**src/rtl/hp_slot_pkg.sv**
```systemverilog
package hp_slot_pkg;

    localparam logic [1:0] SEL_CTRL = 2'd0;
    localparam logic [1:0] SEL_STAT = 2'd1;
    localparam logic [1:0] SEL_LINK = 2'd2;

    localparam logic [15:0] CTRL_RESET = 16'h07C0;
    localparam logic [15:0] CTRL_WMASK = 16'h17FF;

    localparam int B_HPIE     = 5;
    localparam int B_PWR_OFF  = 10;
    localparam int B_LINK_EN  = 12;
    localparam int B_LINK_DIS = 4;
    localparam int B_LINK_UP  = 13;

    localparam int NFLAG = 6;

    typedef struct packed {
        logic       prev_btn;
        logic       prev_mrl;
        logic       prev_prs;
        logic       prev_link;
        logic [NFLAG-1:0] ev;
    } ev_state_t;

    typedef struct packed {
        logic [15:0] ctrl;
        logic        link_dis;
    } ctrl_state_t;

    typedef struct packed {
        logic lit;
        logic blink;
    } ind_t;

    function automatic ind_t decode_ind(input logic [1:0] code);
        ind_t r;
        r.lit   = (code == 2'b01) || (code == 2'b10);
        r.blink = (code == 2'b10);
        return r;
    endfunction

endpackage

```
**src/rtl/hp_cmd_timer.sv**
```systemverilog
module hp_cmd_timer #(
    parameter int unsigned DELAY  = 125000,
    parameter bit          ENABLE = 1'b1
) (
    input  logic clk,
    input  logic rst_n,
    input  logic start_i,
    output logic done_o
);
    localparam int unsigned CW = $clog2(DELAY + 1);

    typedef struct packed {
        logic          busy;
        logic [CW-1:0] cnt;
    } tmr_t;

    tmr_t s_q, s_d;
    logic fire;

    always_comb begin
        s_d  = s_q;
        fire = 1'b0;
        if (start_i) begin
            s_d.busy = 1'b1;
            s_d.cnt  = CW'(DELAY);
        end else if (s_q.busy) begin
            if (s_q.cnt <= CW'(1)) begin
                s_d.busy = 1'b0;
                s_d.cnt  = '0;
                fire     = 1'b1;
            end else begin
                s_d.cnt = s_q.cnt - CW'(1);
            end
        end
    end

    always_ff @(posedge clk) begin
        if (!rst_n) s_q <= '0;
        else        s_q <= s_d;
    end

    assign done_o = ENABLE && fire;

    p_start_busy_r8: assert property (@(posedge clk) disable iff (!rst_n)
        start_i |=> s_q.busy);

    p_cnt_nonzero_r8: assert property (@(posedge clk) disable iff (!rst_n)
        s_q.busy |-> (s_q.cnt != '0) && (s_q.cnt <= CW'(DELAY)));

endmodule

```
**src/rtl/hp_event_latch.sv**
```systemverilog
module hp_event_latch
    import hp_slot_pkg::*;
(
    input  logic             clk,
    input  logic             rst_n,
    input  logic             btn_i,
    input  logic             mrl_i,
    input  logic             prsnt_i,
    input  logic             pfault_i,
    input  logic             link_up_i,
    input  logic             cc_done_i,
    input  logic [NFLAG-1:0] clr_i,
    output logic [NFLAG-1:0] flags_o,
    output logic [15:0]      status_o
);
    ev_state_t s_q, s_d;
    logic [NFLAG-1:0] set_v;

    always_comb begin
        set_v[0] = btn_i & ~s_q.prev_btn;
        set_v[1] = pfault_i;
        set_v[2] = mrl_i ^ s_q.prev_mrl;
        set_v[3] = prsnt_i ^ s_q.prev_prs;
        set_v[4] = cc_done_i;
        set_v[5] = link_up_i ^ s_q.prev_link;

        s_d           = s_q;
        s_d.prev_btn  = btn_i;
        s_d.prev_mrl  = mrl_i;
        s_d.prev_prs  = prsnt_i;
        s_d.prev_link = link_up_i;
        for (int k = 0; k < NFLAG; k++) begin
            s_d.ev[k] = (s_q.ev[k] & ~clr_i[k]) | set_v[k];
        end
    end

    always_ff @(posedge clk) begin
        if (!rst_n) s_q <= '0;
        else        s_q <= s_d;
    end

    assign flags_o  = s_q.ev;
    assign status_o = {7'b0, s_q.ev[5], 1'b0, prsnt_i, mrl_i, s_q.ev[4:0]};

    p_flag_hold_r6: assert property (@(posedge clk) disable iff (!rst_n)
        1'b1 |=> ((s_q.ev & $past(s_q.ev & ~clr_i)) == $past(s_q.ev & ~clr_i)));

    p_fault_sticky_r7: assert property (@(posedge clk) disable iff (!rst_n)
        pfault_i |=> s_q.ev[1]);

endmodule

```
**src/rtl/hp_ctrl_reg.sv**
```systemverilog
module hp_ctrl_reg
    import hp_slot_pkg::*;
(
    input  logic        clk,
    input  logic        rst_n,
    input  logic        wr_ctrl_i,
    input  logic        wr_link_i,
    input  logic [15:0] wdata_i,
    output logic [15:0] ctrl_o,
    output logic        link_dis_o,
    output logic        attn_led_o,
    output logic        attn_blink_o,
    output logic        pwr_led_o,
    output logic        pwr_blink_o,
    output logic        slot_pwr_o
);
    ctrl_state_t s_q, s_d;
    ind_t        attn, pwr;

    always_comb begin
        s_d = s_q;
        if (wr_ctrl_i) s_d.ctrl     = wdata_i & CTRL_WMASK;
        if (wr_link_i) s_d.link_dis = wdata_i[B_LINK_DIS];
    end

    always_ff @(posedge clk) begin
        if (!rst_n) begin
            s_q.ctrl     <= CTRL_RESET;
            s_q.link_dis <= 1'b0;
        end else begin
            s_q <= s_d;
        end
    end

    assign attn         = decode_ind(s_q.ctrl[7:6]);
    assign pwr          = decode_ind(s_q.ctrl[9:8]);
    assign ctrl_o       = s_q.ctrl;
    assign link_dis_o   = s_q.link_dis;
    assign attn_led_o   = attn.lit;
    assign attn_blink_o = attn.blink;
    assign pwr_led_o    = pwr.lit;
    assign pwr_blink_o  = pwr.blink;
    assign slot_pwr_o   = ~s_q.ctrl[B_PWR_OFF];

    p_ctrl_hold_r12: assert property (@(posedge clk) disable iff (!rst_n)
        !wr_ctrl_i |=> $stable(s_q.ctrl));

endmodule

```
**src/rtl/hp_slot_regs.sv**
```systemverilog
module hp_slot_regs
    import hp_slot_pkg::*;
#(
    parameter int unsigned CC_DELAY      = 125000,
    parameter bit          HAS_PWR_CTRL  = 1'b1,
    parameter bit          HAS_ATTN_IND  = 1'b1,
    parameter bit          HAS_PWR_IND   = 1'b1,
    parameter bit          HAS_INTERLOCK = 1'b1
) (
    input  logic        clk,
    input  logic        rst_n,
    input  logic        reg_wr,
    input  logic [1:0]  reg_sel,
    input  logic [15:0] reg_wdata,
    output logic [15:0] reg_rdata,
    input  logic        btn_i,
    input  logic        mrl_i,
    input  logic        prsnt_i,
    input  logic        pfault_i,
    input  logic        link_up_i,
    output logic        attn_led_o,
    output logic        attn_blink_o,
    output logic        pwr_led_o,
    output logic        pwr_blink_o,
    output logic        slot_pwr_o,
    output logic        link_dis_o,
    output logic        irq_o
);
    localparam bit CC_REPORT = HAS_PWR_CTRL | HAS_ATTN_IND | HAS_PWR_IND | HAS_INTERLOCK;

    logic             wr_ctrl, wr_stat, wr_link;
    logic [15:0]      ctrl_w, status_w;
    logic [NFLAG-1:0] flags_w, clr_w, en_w;
    logic             cc_done;
    logic             link_dis_w;

    assign wr_ctrl = reg_wr && (reg_sel == SEL_CTRL);
    assign wr_stat = reg_wr && (reg_sel == SEL_STAT);
    assign wr_link = reg_wr && (reg_sel == SEL_LINK);
    assign clr_w   = wr_stat ? {reg_wdata[8], reg_wdata[4:0]} : '0;

    hp_ctrl_reg u_ctrl (
        .clk          (clk),
        .rst_n        (rst_n),
        .wr_ctrl_i    (wr_ctrl),
        .wr_link_i    (wr_link),
        .wdata_i      (reg_wdata),
        .ctrl_o       (ctrl_w),
        .link_dis_o   (link_dis_w),
        .attn_led_o   (attn_led_o),
        .attn_blink_o (attn_blink_o),
        .pwr_led_o    (pwr_led_o),
        .pwr_blink_o  (pwr_blink_o),
        .slot_pwr_o   (slot_pwr_o)
    );

    hp_cmd_timer #(.DELAY(CC_DELAY), .ENABLE(CC_REPORT)) u_timer (
        .clk     (clk),
        .rst_n   (rst_n),
        .start_i (wr_ctrl),
        .done_o  (cc_done)
    );

    hp_event_latch u_events (
        .clk       (clk),
        .rst_n     (rst_n),
        .btn_i     (btn_i),
        .mrl_i     (mrl_i),
        .prsnt_i   (prsnt_i),
        .pfault_i  (pfault_i),
        .link_up_i (link_up_i),
        .cc_done_i (cc_done),
        .clr_i     (clr_w),
        .flags_o   (flags_w),
        .status_o  (status_w)
    );

    assign en_w       = {ctrl_w[B_LINK_EN], ctrl_w[4:0]};
    assign irq_o      = ctrl_w[B_HPIE] && |(flags_w & en_w);
    assign link_dis_o = link_dis_w;

    always_comb begin
        unique case (reg_sel)
            SEL_CTRL: reg_rdata = ctrl_w;
            SEL_STAT: reg_rdata = status_w;
            SEL_LINK: reg_rdata = {2'b00, link_up_i, 8'h00, link_dis_w, 4'h0};
            default:  reg_rdata = 16'h0000;
        endcase
    end

    p_irq_level_r9: assert property (@(posedge clk) disable iff (!rst_n)
        (irq_o && !reg_wr) |=> irq_o);

    p_no_cc_r11: assert property (@(posedge clk) disable iff (!rst_n)
        !CC_REPORT |-> !flags_w[4]);

endmodule

```
**config.mk**
```make
export PLATFORM = sky130hd
export DESIGN_NAME = hp_slot_regs
export DESIGN_NICKNAME = d
export VERILOG_FILES = /design/src/rtl/hp_slot_pkg.sv /design/src/rtl/hp_cmd_timer.sv /design/src/rtl/hp_event_latch.sv /design/src/rtl/hp_ctrl_reg.sv /design/src/rtl/hp_slot_regs.sv
export SDC_FILE = /design/constraint.sdc
export NUM_CORES = 1
export LEC_CHECK = 0
export BUFFER_PORTS_ARGS = -buffer_cell sky130_fd_sc_hd__buf_2
export CORE_MARGIN = 2
export CORE_UTILIZATION = 25
export CTS_BUF_LIST = sky130_fd_sc_hd__clkbuf_16
export DETAILED_ROUTE_END_ITERATION = 16
export GPL_ROUTABILITY_DRIVEN = 0
export REMOVE_ABC_BUFFERS = 1
export SETUP_SLACK_MARGIN = 0.1
export SLEW_MARGIN = 20
export SYNTH_ARGS = -nofsm -noshare
export SYNTH_HDL_FRONTEND = slang
export SYNTH_HIERARCHICAL = 1
export SYNTH_SLANG_ARGS = --single-unit
```
**constraint.sdc**
```tcl
create_clock -name clk -period 2.6 [get_ports clk]
set_input_delay 0.52 -clock clk [delete_from_list [all_inputs] [get_ports clk]]
set_output_delay 0.52 -clock clk [all_outputs]
set_load 0.05 [all_outputs]
```
==> impl_metrics.py <==
metrics = {
    "outcome": {
        "status": "finished, final reports clean",
    },
    "critical_path": {
        "critPathBufInv": 3,
        "cp-start-kind": "primary input",
        "critical_path_class": "primary input to output pin",
        "critical_path.cell_chain": "buf_2 > buf_4 > mux2i_1 > nor2_1 > buf_2",
        "cp-end-kind": "output pin",
        "cp.arrival_ns": 1.53,
        "path_delay_family": "buffers and inverters",
        "cp_max_fo": 12,
        "slowest_stage": "buf_2",
        "crit_required_ns": 2.08,
        "max_stage_delay_ns": 0.28,
        "cpMostUsedCell": "buf_2",
        "reg2reg_slack_ns": 0.65,
    },
    "logic_synthesis": {
        "synthCells": 273,
        "synth_area_um2": 2410,
        "synth_edf_count": 0,
        "synth_seq_area_share_pct": 34.1,
        "ys_ff_latch": 41,
        "synth_ff_type": "dfxtp_1",
        "ys_warn_count": 6,
        "syn_avg_cell_area_um2": 8.82,
        "synthArstFlopShare_pct": 0,
        "synth_cell_types": 45,
    },
    "floorplan": {
        "start_util_pct": 25.9,
        "rows": 35,
        "die_x_um": 102,
        "io_pins": 49,
        "coreArea_um2": 9280,
        "die_h_um": 102,
        "die_area_um2": 10400,
    },
    "detailed_routing": {
        "drc": 0,
        "drtPass1Iterations": 6,
        "routed_wl_um": 4970,
        "viasPerCell": 4.30,
        "wl_per_cell_um": 11.5,
        "drtIter0Drc": 94,
        "vias": 1854,
        "ant_nets": 0,
    },
    "cells_and_area": {
        "layout-drive-gt1-share_pct": 21.5,
        "fin_util_pct": 29.3,
        "fin_nets": 332,
        "antenna_cells": 0,
        "seq_area_um2": 821,
        "multiInputGateArea_um2": 1310,
        "area_growth_pct": 12.8,
        "n_fill_cell": 1016,
    },
    "sta": {
        "finalMaxSlewViolations": 0,
        "fin_ws_ns": 0.551,
        "tightest_slew_ns": 0.890,
        "max-slew-margin-rel_pct": 40.5,
        "finalHoldViolCount": 0,
        "clock_skew_ns": 0.00281,
        "holdWs_ns": 0.453,
        "rsz0062_at_grt": "false",
        "period_minus_slack_ns": 2.05,
        "setup_viol": 0,
        "fmaxAchievable_mhz": 488,
        "finalCritPeriodShare_pct": 78.8,
    },
    "power_and_ir_drop": {
        "p_total_mw": 1.65,
        "ir_worst_vdd_uv": 213,
        "p_leak_nw": 1.16,
        "power_density_nw_per_um2": 609,
    },
    "place": {
        "port_buffers": 41,
        "dp_hpwl_um": 3640,
        "place_ws_ns": 0.553,
    },
    "cts": {
        "holdBufCountCts": 0,
        "clk_latency_ns": 0.28,
        "cts.repair.resized": 0,
        "cts_buffers": 5,
        "cts.sinks": 41,
        "htree_levels": 2,
        "ctsRootBufferMaster": "clkbuf_16",
        "clockBufferDepth": 2,
        "tritoncts": "built",
        "cts_setup_buffers": 0,
        "clk_pin_slew_ns": 0.06,
    },
    "flow_run": {
        "max_cap_viol_count": 0,
    },
    "global_routing": {
        "grt_pass1_vias": 1699,
        "grt_max_degree": 27,
        "grt_pass1_wl_um": 8110,
        "track_usage_pct": 9.81,
        "antenna_found_initial": 0,
        "grt_overflow_total": 0,
    },
    "hold_path": {
        "worstHoldPathType": "primary input to register",
    },
}
area by class of cell:
| cell class | instances | area share [%] |
|---|---|---|
| Timing Repair Buffer | 47 | 9.21 |
| Clock buffer | 5 | 4.60 |
| Sequential cell | 41 | 30.2 |
| Clock inverter | 2 | 0.414 |
| Tap cell | 129 | 5.94 |
| Multi-Input combinational cell | 197 | 48.3 |
| Inverter | 10 | 1.38 |
sequential cells by signal, indices dropped and copies added (netlist names):
register           cells
u_ctrl/ctrl_o         12
u_ctrl/link_dis_o      1
u_events/flags_o       6
u_events/s_q           4
u_timer/s_q           18
power by group:
group / switching, mW / total (mW) / internal [mW]
Sequential: 0.0372 / 0.705 / 0.668
Clock: 0.241 / 0.587 / 0.347
Combinational: 0.236 / 0.361 / 0.125
Total: 0.514 / 1.65 / 1.14
kinds of logic after synthesis:
family,after synthesis,share of synthesized area (%)
AOI/OAI and AO/OA,45,12.1
and+or+nand+nor,101,24.1
other,2,0.312
DFF,41,34.1
adders and majority gates,4,2.08
buffers and inverters,45,13.2
xor gates and xnor gates,9,3.27
muxes,26,10.8
stage by stage:
stage               cell area [µm²]  std cells  setup TNS, ns
floorplan                      2160        248          -5.50
global placement               2580        424              0
finish                         2720        431              0
detailed placement             2580        424              0
CTS                            2720        431              0
global route                   2720        431              0
layout by cell type, fill, tap and decap left out, types with 4 or more instances in the layout:
| master | Yosys | layout |
|---|---|---|
| xor2_1 | 6 | 6 |
| ha_1 | 4 | 4 |
| nor2_1 | 26 | 26 |
| a21boi_1 | 4 | 4 |
| inv_1 | 10 | 10 |
| nand2b_1 | 7 | 7 |
| dfxtp_1 | 41 | 41 |
| nand4_1 | 5 | 5 |
| mux2i_1 | 26 | 26 |
| a21oi_1 | 9 | 9 |
| o21bai_1 | 4 | 4 |
| nand2_1 | 16 | 16 |
| buf_4 | 26 | 6 |
| clkbuf_16 | 0 | 5 |
| o21ai_0 | 9 | 9 |
| and2_2 | 4 | 4 |
| buf_2 | 4 | 41 |
| and2_1 | 7 | 7 |
| o211ai_1 | 4 | 4 |
| a31oi_1 | 5 | 5 |
| nor2b_1 | 12 | 12 |
| conb_1 | 2 | 12 |
cell usage after synthesis (all sizes together) (6+ instances only):
library cell / n / share of area (%)
and2: 11 / 3.1
nor2b: 12 / 3.1
xor2: 6 / 2.2
dfxtp: 41 / 34
nand2: 16 / 2.5
mux2i: 26 / 11
nand4: 6 / 2.2
inv: 10 / 1.6
o21ai: 9 / 1.9
a21oi: 9 / 1.9
nor2: 26 / 4.1
nand2b: 7 / 1.8
buf: 34 / 12
routing by layer:
layer	part of all wire (%)	routed length, µm	global-route usage [%]
met4	1.0	52	3.08
met5	0	0	0
met2	44	2170	15.8
met3	5.1	254	2.80
met1	50	2490	12.7
worst paths after layout:
path                                       from             endpoint  cells past startpoint
worst min-delay path                   pfault_i  u_events/flags_o[1]                      2
worst min register to register  u_events/s_q[9]  u_events/flags_o[0]                      2
worst max-delay path                 reg_sel[0]         reg_rdata[0]                      5
worst max register to register  u_timer/s_q[13]  u_events/flags_o[4]                      4
Note: power is estimated with default switching activity, not from simulation.
